## config.mk

```make
export PLATFORM = sky130hd
export DESIGN_NAME = video_sync_gen
export DESIGN_NICKNAME = d
export VERILOG_FILES = /design/src/rtl/vsg_pkg.sv /design/src/rtl/vsg_regs.sv /design/src/rtl/vsg_edge_sync.sv /design/src/rtl/vsg_axis.sv /design/src/rtl/video_sync_gen.sv
export SDC_FILE = /design/constraint.sdc
export NUM_CORES = 1
export LEC_CHECK = 0
export BUFFER_PORTS_ARGS = -buffer_cell sky130_fd_sc_hd__buf_2
export CAP_MARGIN = 10
export CORE_MARGIN = 3
export CORE_UTILIZATION = 40
export DETAILED_ROUTE_END_ITERATION = 8
export GPL_TIMING_DRIVEN = 0
export SYNTH_ARGS = -nofsm -noshare
export SYNTH_HDL_FRONTEND = slang
export SYNTH_SLANG_ARGS = --single-unit
export TNS_END_PERCENT = 5
```

## constraint.sdc

```tcl
create_clock -name clk -period 5.15 [get_ports clk]
set_input_delay 0.515 -clock clk [delete_from_list [all_inputs] [get_ports clk]]
set_output_delay 0.515 -clock clk [all_outputs]
set_load 0.02 [all_outputs]
```

## src/rtl/vsg_pkg.sv

```systemverilog
package vsg_pkg;
  localparam int ADDR_W = 4;
  localparam logic [ADDR_W-1:0] CTRL_ADDR = 4'd8;

  localparam int F_SYNC_END    = 0;
  localparam int F_BLANK_END   = 1;
  localparam int F_BLANK_START = 2;
  localparam int F_TOTAL       = 3;
  localparam int N_FIELDS      = 4;
  localparam int N_AXES        = 2;
  localparam int AX_H          = 0;
  localparam int AX_V          = 1;

  typedef struct packed {
    logic cblank_sel;
    logic csync_sel;
    logic v_drive;
    logic h_drive;
  } ctrl_t;
endpackage

```

## src/rtl/vsg_regs.sv

```systemverilog
module vsg_regs
  import vsg_pkg::*;
#(
  parameter int CNT_W = 12
) (
  input  logic                                         clk,
  input  logic                                         rst,
  input  logic                                         we,
  input  logic [ADDR_W-1:0]                            addr,
  input  logic [CNT_W-1:0]                             wdata,
  output logic [N_AXES-1:0][N_FIELDS-1:0][CNT_W-1:0]   tim_o,
  output ctrl_t                                        ctrl_o
);
  localparam int CTRL_W = $bits(ctrl_t);

  always_ff @(posedge clk) begin
    if (rst) begin
      tim_o  <= '0;
      ctrl_o <= '0;
    end else if (we) begin
      if (!addr[3])
        tim_o[addr[2]][addr[1:0]] <= wdata;
      else if (addr == CTRL_ADDR)
        ctrl_o <= ctrl_t'(wdata[CTRL_W-1:0]);
    end
  end
endmodule

```

## src/rtl/vsg_edge_sync.sv

```systemverilog
module vsg_edge_sync #(
  parameter int STAGES = 2
) (
  input  logic clk,
  input  logic rst,
  input  logic din,
  output logic fall
);
  logic [STAGES-1:0] chain;
  logic              last;

  always_ff @(posedge clk) begin
    if (rst) begin
      chain <= '1;
      last  <= 1'b1;
    end else begin
      chain <= {chain[STAGES-2:0], din};
      last  <= chain[STAGES-1];
    end
  end

  assign fall = last & ~chain[STAGES-1];
endmodule

```

## src/rtl/vsg_axis.sv

```systemverilog
module vsg_axis #(
  parameter int CNT_W = 12
) (
  input  logic             clk,
  input  logic             rst,
  input  logic             advance,
  input  logic             resync,
  input  logic [CNT_W-1:0] sync_end,
  input  logic [CNT_W-1:0] blank_end,
  input  logic [CNT_W-1:0] blank_start,
  input  logic [CNT_W-1:0] total,
  output logic [CNT_W-1:0] cnt,
  output logic             wrap,
  output logic             sync_act,
  output logic             blank_act
);
  logic at_end;

  assign at_end = (cnt == total);
  assign wrap   = advance & at_end;

  always_ff @(posedge clk) begin
    if (rst)
      cnt <= '0;
    else if (resync)
      cnt <= '0;
    else if (advance)
      cnt <= at_end ? '0 : cnt + 1'b1;
  end

  always_comb begin
    sync_act  = (cnt < sync_end);
    blank_act = (cnt < blank_end) || (cnt >= blank_start);
  end
endmodule

```

## src/rtl/video_sync_gen.sv

```systemverilog
module video_sync_gen
  import vsg_pkg::*;
#(
  parameter int CNT_W       = 12,
  parameter int SYNC_STAGES = 2
) (
  input  logic              clk,
  input  logic              rst,
  input  logic              cfg_we,
  input  logic [3:0]        cfg_addr,
  input  logic [CNT_W-1:0]  cfg_wdata,
  input  logic              hsync_i,
  output logic              hsync_o,
  output logic              hsync_oe,
  input  logic              vsync_i,
  output logic              vsync_o,
  output logic              vsync_oe,
  output logic              hmix_n,
  output logic              vmix_n
);
  logic [N_AXES-1:0][N_FIELDS-1:0][CNT_W-1:0] tim;
  ctrl_t ctrl;

  logic [CNT_W-1:0]  ax_cnt   [N_AXES];
  logic [CNT_W-1:0]  ax_total [N_AXES];
  logic [N_AXES-1:0] ax_wrap;
  logic [N_AXES-1:0] ax_sync;
  logic [N_AXES-1:0] ax_blank;
  logic [N_AXES-1:0] ax_fall;
  logic [N_AXES-1:0] ax_resync;
  logic [N_AXES-1:0] ax_adv;
  logic [N_AXES-1:0] ext_in;
  logic [N_AXES-1:0] drive;

  assign ext_in = {vsync_i, hsync_i};
  assign drive  = {ctrl.v_drive, ctrl.h_drive};

  vsg_regs #(.CNT_W(CNT_W)) i_regs (
    .clk    (clk),
    .rst    (rst),
    .we     (cfg_we),
    .addr   (cfg_addr),
    .wdata  (cfg_wdata),
    .tim_o  (tim),
    .ctrl_o (ctrl)
  );

  for (genvar a = 0; a < N_AXES; a++) begin : g_axis
    if (a == AX_H) begin : g_adv_h
      assign ax_adv[a] = 1'b1;
    end else begin : g_adv_v
      assign ax_adv[a] = ax_wrap[AX_H];
    end

    vsg_edge_sync #(.STAGES(SYNC_STAGES)) i_esync (
      .clk  (clk),
      .rst  (rst),
      .din  (ext_in[a]),
      .fall (ax_fall[a])
    );

    assign ax_resync[a] = ax_fall[a] & ~drive[a];
    assign ax_total[a]  = tim[a][F_TOTAL];

    vsg_axis #(.CNT_W(CNT_W)) i_axis (
      .clk         (clk),
      .rst         (rst),
      .advance     (ax_adv[a]),
      .resync      (ax_resync[a]),
      .sync_end    (tim[a][F_SYNC_END]),
      .blank_end   (tim[a][F_BLANK_END]),
      .blank_start (tim[a][F_BLANK_START]),
      .total       (tim[a][F_TOTAL]),
      .cnt         (ax_cnt[a]),
      .wrap        (ax_wrap[a]),
      .sync_act    (ax_sync[a]),
      .blank_act   (ax_blank[a])
    );
  end

  always_ff @(posedge clk) begin
    if (rst) begin
      hsync_o  <= 1'b1;
      vsync_o  <= 1'b1;
      hsync_oe <= 1'b0;
      vsync_oe <= 1'b0;
      hmix_n   <= 1'b1;
      vmix_n   <= 1'b1;
    end else begin
      hsync_o  <= ~ax_sync[AX_H];
      vsync_o  <= ~ax_sync[AX_V];
      hsync_oe <= ctrl.h_drive;
      vsync_oe <= ctrl.v_drive;
      hmix_n   <= ctrl.csync_sel ? ~(ax_sync[AX_H] | ax_sync[AX_V])
                                 : ~ax_blank[AX_H];
      vmix_n   <= ctrl.cblank_sel ? ~(ax_blank[AX_H] | ax_blank[AX_V])
                                  : ~ax_blank[AX_V];
    end
  end
endmodule

```

=== Yosys cells after proc, flatten, opt, wreduce, memory -nomap -nowiden ===
Index checks and enable logic that the tools add are counted.

* Flip-flop bits (word level): 136
* Latch bits: 0
* Bits in writable memories: 0
* ROM bits: 0
* Word-level logic and storage cells: 72
* Memories kept: 0

* Add/sub/neg operators: 2
* Multiply operators: 0
* Divide/modulo/power cells: 0
* $lt $le $gt $ge: 10
* Equal/unequal tests: 3
* Shift operators: 0
* Multiplexer cells: 8
* Bitwise operators: 17
* Reductions and logical operators: 8

{| class="wikitable"
|+ Operator list
! kind !! count
|-
| 96-bit bitwise mux || 1
|-
| 48-bit demux with 1-bit select || 1
|-
| 12-bit less-than comparator || 4
|-
| 48-bit 2-to-1 mux || 1
|-
| 12-bit by 1-bit adder with 12-bit output, second input constant || 2
|-
| 12-bit demux with 2-bit select || 1
|-
| 12-bit == test || 2
|-
| 12-bit >= comparator || 2
|-
| 12-bit 2-to-1 mux || 2
|-
| 1-bit NOT || 11
|-
| 1-bit AND || 4
|-
| 4-bit == test, second input constant || 1
|-
| 2-bit by 3-bit less-than comparator with 1-bit output, second input constant || 1
|-
| 3-bit AND reduction || 1
|-
| 3-bit OR reduction || 1
|-
| 2-bit by 1-bit >= comparator with 1-bit output, second input constant || 1
|-
| 1-bit logical AND || 2
|-
| 1-bit logical OR || 2
|-
| 1-bit by 2-bit less-than comparator with 1-bit output, second input constant || 1
|-
| 1-bit 2-to-1 mux || 2
|-
| 1-bit OR || 2
|-
| 2-bit AND reduction || 1
|-
| 2-bit OR reduction || 1
|-
| 1-bit >= comparator, second input constant || 1
|}

=== Logic depth before layout (Yosys ltp) ===
* Depth in word-level cells: 7
* Mapped depth: 8

=== Cells and area by module ===
From an unflattened synthesis, not the netlist that was laid out.

* Cell total of the unflattened synthesis: 767
* Area, all modules: 7260.7 µm²

{| class="wikitable"
|+ Modules (own cells, without submodules)
! module !! times used !! cells each !! area each (µm²)
|-
| vsg_regs || 1 || 361 || 3958.8
|-
| vsg_axis || 2 || 187 || 1470.2
|-
| video_sync_gen || 1 || 18 || 191.4
|-
| vsg_edge_sync || 2 || 7 || 85.1
|}

=== Worst setup path before layout ===
No wires, ideal clock.

* Path type: input-to-reg
* From: input port cfg_addr[3]
* To: register i_regs.tim_o[73] in the netlist's numbering
* Library setup time: 0.128 ns
* Arrival time: 1.627 ns
* Required time: 5.022 ns
* Setup slack: 3.395 ns
* Stages: 5
* Cell sequence: nand3b_1 > nor3b_1 > buf_4 > mux2i_1 > nor2_1

* Longest elaborated chain between the ends: 2

{| class="wikitable"
|+ Ends and longest elaborated chain
! item !! RTL line !! RTL
|-
| start, declared || video_sync_gen.sv:10 || <nowiki>input logic [3:0] cfg_addr,</nowiki>
|-
| 1-bit NOT (no line) || -- ||
|-
| 2-bit AND reduction (no line) || -- ||
|-
| end signal, assigned by index || vsg_regs.sv:22 || <nowiki>tim_o[addr[2]][addr[1:0]] <= wdata;</nowiki>
|-
| end, declared || vsg_regs.sv:11 || <nowiki>output logic [N_AXES-1:0][N_FIELDS-1:0][CNT_W-1:0] tim_o,</nowiki>
|}

Every way passes these cells.
A chain may end at the register's enable or synchronous reset.

=== Worst setup path in the final report ===
* From: register g_axis[0].i_axis.cnt[2]
* To: register g_axis[1].i_axis.cnt[5]

* Longest elaborated chain between the ends: 1

{| class="wikitable"
|+ Ends and longest elaborated chain
! item !! RTL line !! RTL
|-
| start, declared || vsg_axis.sv:12 || <nowiki>output logic [CNT_W-1:0] cnt,</nowiki>
|-
| start signal, assigned || vsg_axis.sv:28 || <nowiki>cnt <= at_end ? '0 : cnt + 1'b1;</nowiki>
|-
| 12-bit == test || vsg_axis.sv:19 || <nowiki>assign at_end = (cnt == total);</nowiki>
|-
| end signal, assigned || vsg_axis.sv:28 ||
|-
| end, declared || vsg_axis.sv:12 ||
|}

Every way passes these cells.

==> impl_metrics.yaml <==
status:
  status: "complete, no violations"
global_routing:
  grt_max_degree: 17
  overflow: 0
  grt_pass1_vias: 4917
  antenna_found_initial: 0
  grt_pass1_wl_mm: 26.3
  grt_use_total_pct: 18.6
sta:
  tightest_slew_ns: 0.854
  period_share_pct: 44.9
  fin_crit_ns: 2.31
  final_hold_viol_count: 0
  setup_violations: 0
  rsz0062_at_grt: "no"
  fin_tns_setup_ns: 0
  slew_headroom_pct: 43.1
  skew_ns: 0.00875
  fin_ws_ns: 2.84
  max_freq_mhz: 433
  slew_viol_final: 0
clocking:
  cts_tree: "done"
  postCtsSetupBuffers: 0
  max-clock-path-buffers: 2
  clk_pin_slew_ns: 0.06
  cts_root_buffer: "clkbuf_16"
  htree_levels: 4
  cts-resized-gates: 0
  postCtsHoldBufs: 0
  cts_sinks: 136
  clk_latency_ns: 0.42
  cts_buffers: 17
critical_path:
  crit_path_start_kind: "register"
  max_stage_delay_ns: 0.57
  required_ns: 5.45
  critPathKind: "reg2reg"
  crit_arrival_ns: 2.61
  worstSetupEndpointType: "register"
  worstPathCellList: "xnor2_1, nand4_1, nor3_2, buf_2, nand4_1, nand2_1, nor2_1"
  crit_fanout: 10
  cpMostUsedCell: "nand4_1"
  slowest_stage: "dfxtp_1"
synthesis:
  yosysWarningCount: 0
  ys_seq_area_share_pct: 39.7
  synth_seq_cells: 136
  synth_nets: 874
  synthCells: 783
  ys_types: 36
  synth.cell_area_um2: 6860
  synth_area_per_cell_um2: 8.76
place:
  io_buffers: 13
  dp_slack_ns: 2.83
  gp_congestion: 0.838
  hpwl_mm: 11.7
floorplanning:
  fp.dieH_um: 137
  core_um2: 16700
  rows: 47
  dieArea_um2: 18700
  io_pins: 27
  start_util_pct: 41.0
  die_w_um: 137
routing:
  drtAntennaViolNets: 0
  viasPerCell: 5.00
  dr.pass1.iters: 5
  drt-initial-drc-count: 260
  routed-via-count: 5236
  routed_wirelength_mm: 16.4
  avgRoutedWirePerCell_um: 15.7
  drcViolationCount: 0
final_layout:
  antenna-diode-count: 0
  synthToLayoutAreaGrowth_pct: 14.0
  drive_above_1_share_pct: 7.25
  nets: 906
  nFillCells: 1684
pwr:
  vdd_drop_max_mv: 0.236
  power_density_nw_per_um2: 326
  leakage_nw: 3.35
min_path:
  hp-class: "in2reg"
job:
  max_cap_viol_count: 0
flip-flops by register name, summed over array words and instances (netlist names):
signal / flops
hsync_o: 1
i_regs.ctrl_o: 4
hmix_n: 1
g_axis.i_axis.cnt: 24
hsync_oe: 1
i_regs.tim_o: 96
vmix_n: 1
g_axis.i_esync.last: 2
vsync_o: 1
g_axis.i_esync.chain: 4
vsync_oe: 1
cell usage after synthesis:
master	count	area share, %
o311a_1	1	0.15
nand4_1	13	1.2
nor3_1	6	0.44
nand2_1	72	3.9
a31oi_1	2	0.18
nor2b_1	9	0.82
nand3b_1	3	0.33
dfxtp_1	136	40
o31ai_1	1	0.11
ha_1	70	13
or3_1	1	0.091
or2_2	8	0.73
a21oi_1	52	3.8
nand3_1	9	0.66
nor2_1	109	6.0
a211oi_1	5	0.55
and4_1	4	0.51
nor4_1	4	0.36
clkbuf_1	31	1.7
mux2i_1	79	12
buf_2	5	0.36
nand2b_1	2	0.18
xnor2_1	21	2.7
xor2_1	19	2.4
or4_1	1	0.11
nor3b_1	5	0.55
inv_1	70	3.8
buf_4	2	0.22
and2_1	1	0.091
nor3_2	1	0.15
and3_1	8	0.73
a211o_1	2	0.26
a221oi_1	1	0.13
o21ai_0	17	1.2
a21o_1	11	1.2
nor4bb_1	2	0.29
placed cells by master, fill, tap and decap left out, types with 4 or more instances in the layout:
cell,netlist,layout
xor2_1,19,19
clkinvlp_4,0,5
inv_1,70,70
buf_2,5,18
a21oi_1,52,52
and4_1,4,4
or2_2,8,8
o21ai_0,17,17
clkbuf_1,31,32
clkbuf_16,0,17
nand4_1,13,13
nand3_1,9,9
mux2i_1,79,79
nor2_1,109,109
a211oi_1,5,5
and3_1,8,8
nand2_1,72,72
nor3b_1,5,5
xnor2_1,21,21
a21o_1,11,11
nor3_1,6,6
nor2b_1,9,9
dfxtp_1,136,136
ha_1,70,70
nor4_1,4,4
stage by stage:
| step | hold slack [ns] | cells | utilization, % | area (µm²) | power [mW] |
|---|---|---|---|---|---|
| 2_1_floorplan | 0.389 | 783 | - | 6860 | 1.24 |
| 3_3_place_gp | 0.397 | 1016 | 43.1 | 7200 | 1.30 |
| 3_5_place_dp | 0.401 | 1016 | 43.1 | 7200 | 1.30 |
| 4_1_cts | 0.276 | 1048 | 46.8 | 7810 | 2.57 |
| 5_1_grt | 0.278 | 1048 | 46.8 | 7810 | 2.63 |
| 6_report | 0.286 | 1048 | 46.8 | 7810 | 2.54 |
power breakdown:
part           internal, mW  leakage, nW  switching [mW]
clock network         0.798        0.287           0.464
registers              1.07         1.10          0.0212
logic                0.0649         1.96           0.122
critical path: cells and delay by family (launching register included):
family	cells	cell delay [ns]
XOR/XNOR	1	0.17
flip-flops	1	0.57
AND/OR/NAND/NOR	5	1.13
buffers and inverters	1	0.31
kinds of logic (layout without fill, tap and decap cells):
kind of cell,count (synthesis),after routing,share of synthesized area (%)
mux,79,79,11.5
flops,136,136,39.7
simple gates,258,258,17.1
fa+ha+maj,70,70,12.8
compound gates,92,92,7.61
buf+inv,108,153,6.11
xor+xnor,40,40,5.11
worst paths after layout:
check / startpoint / endpoint / slack [ns] / cells past startpoint
worst max-delay path: g_axis[0].i_axis.cnt[2] / g_axis[1].i_axis.cnt[5] / 2.84 / 7
worst min-delay path: vsync_i / g_axis[1].i_esync.chain[0] / 0.29 / 2
worst max register to register: g_axis[0].i_axis.cnt[2] / g_axis[1].i_axis.cnt[5] / 2.84 / 7
worst min register to register: g_axis[1].i_esync.chain[0] / g_axis[1].i_esync.chain[1] / 0.42 / 1
final cells by class:
| class | instances | area, µm² | share of cell area [%] |
|---|---|---|---|
| Clock inverter | 11 | 146 | 1.87 |
| Buffer | 38 | 156 | 2.00 |
| Tap cell | 220 | 275 | 3.52 |
| Multi-Input combinational cell | 539 | 3710 | 47.5 |
| Inverter | 70 | 263 | 3.36 |
| Sequential cell | 136 | 2720 | 34.8 |
| Timing Repair Buffer | 13 | 65.1 | 0.833 |
| Clock buffer | 21 | 470 | 6.02 |
layer usage:
| metal | vias up | part of all wire (%) | global-route usage, % |
|---|---|---|---|
| li1 | 2677 | - | - |
| met1 | 2436 | 52 | 27.2 |
| met2 | 102 | 42 | 27.1 |
| met3 | 21 | 4.2 | 3.90 |
| met4 | 0 | 1.6 | 6.10 |
| met5 | - | 0 | 0 |
No activity file was read; power rests on OpenSTA's default activity.
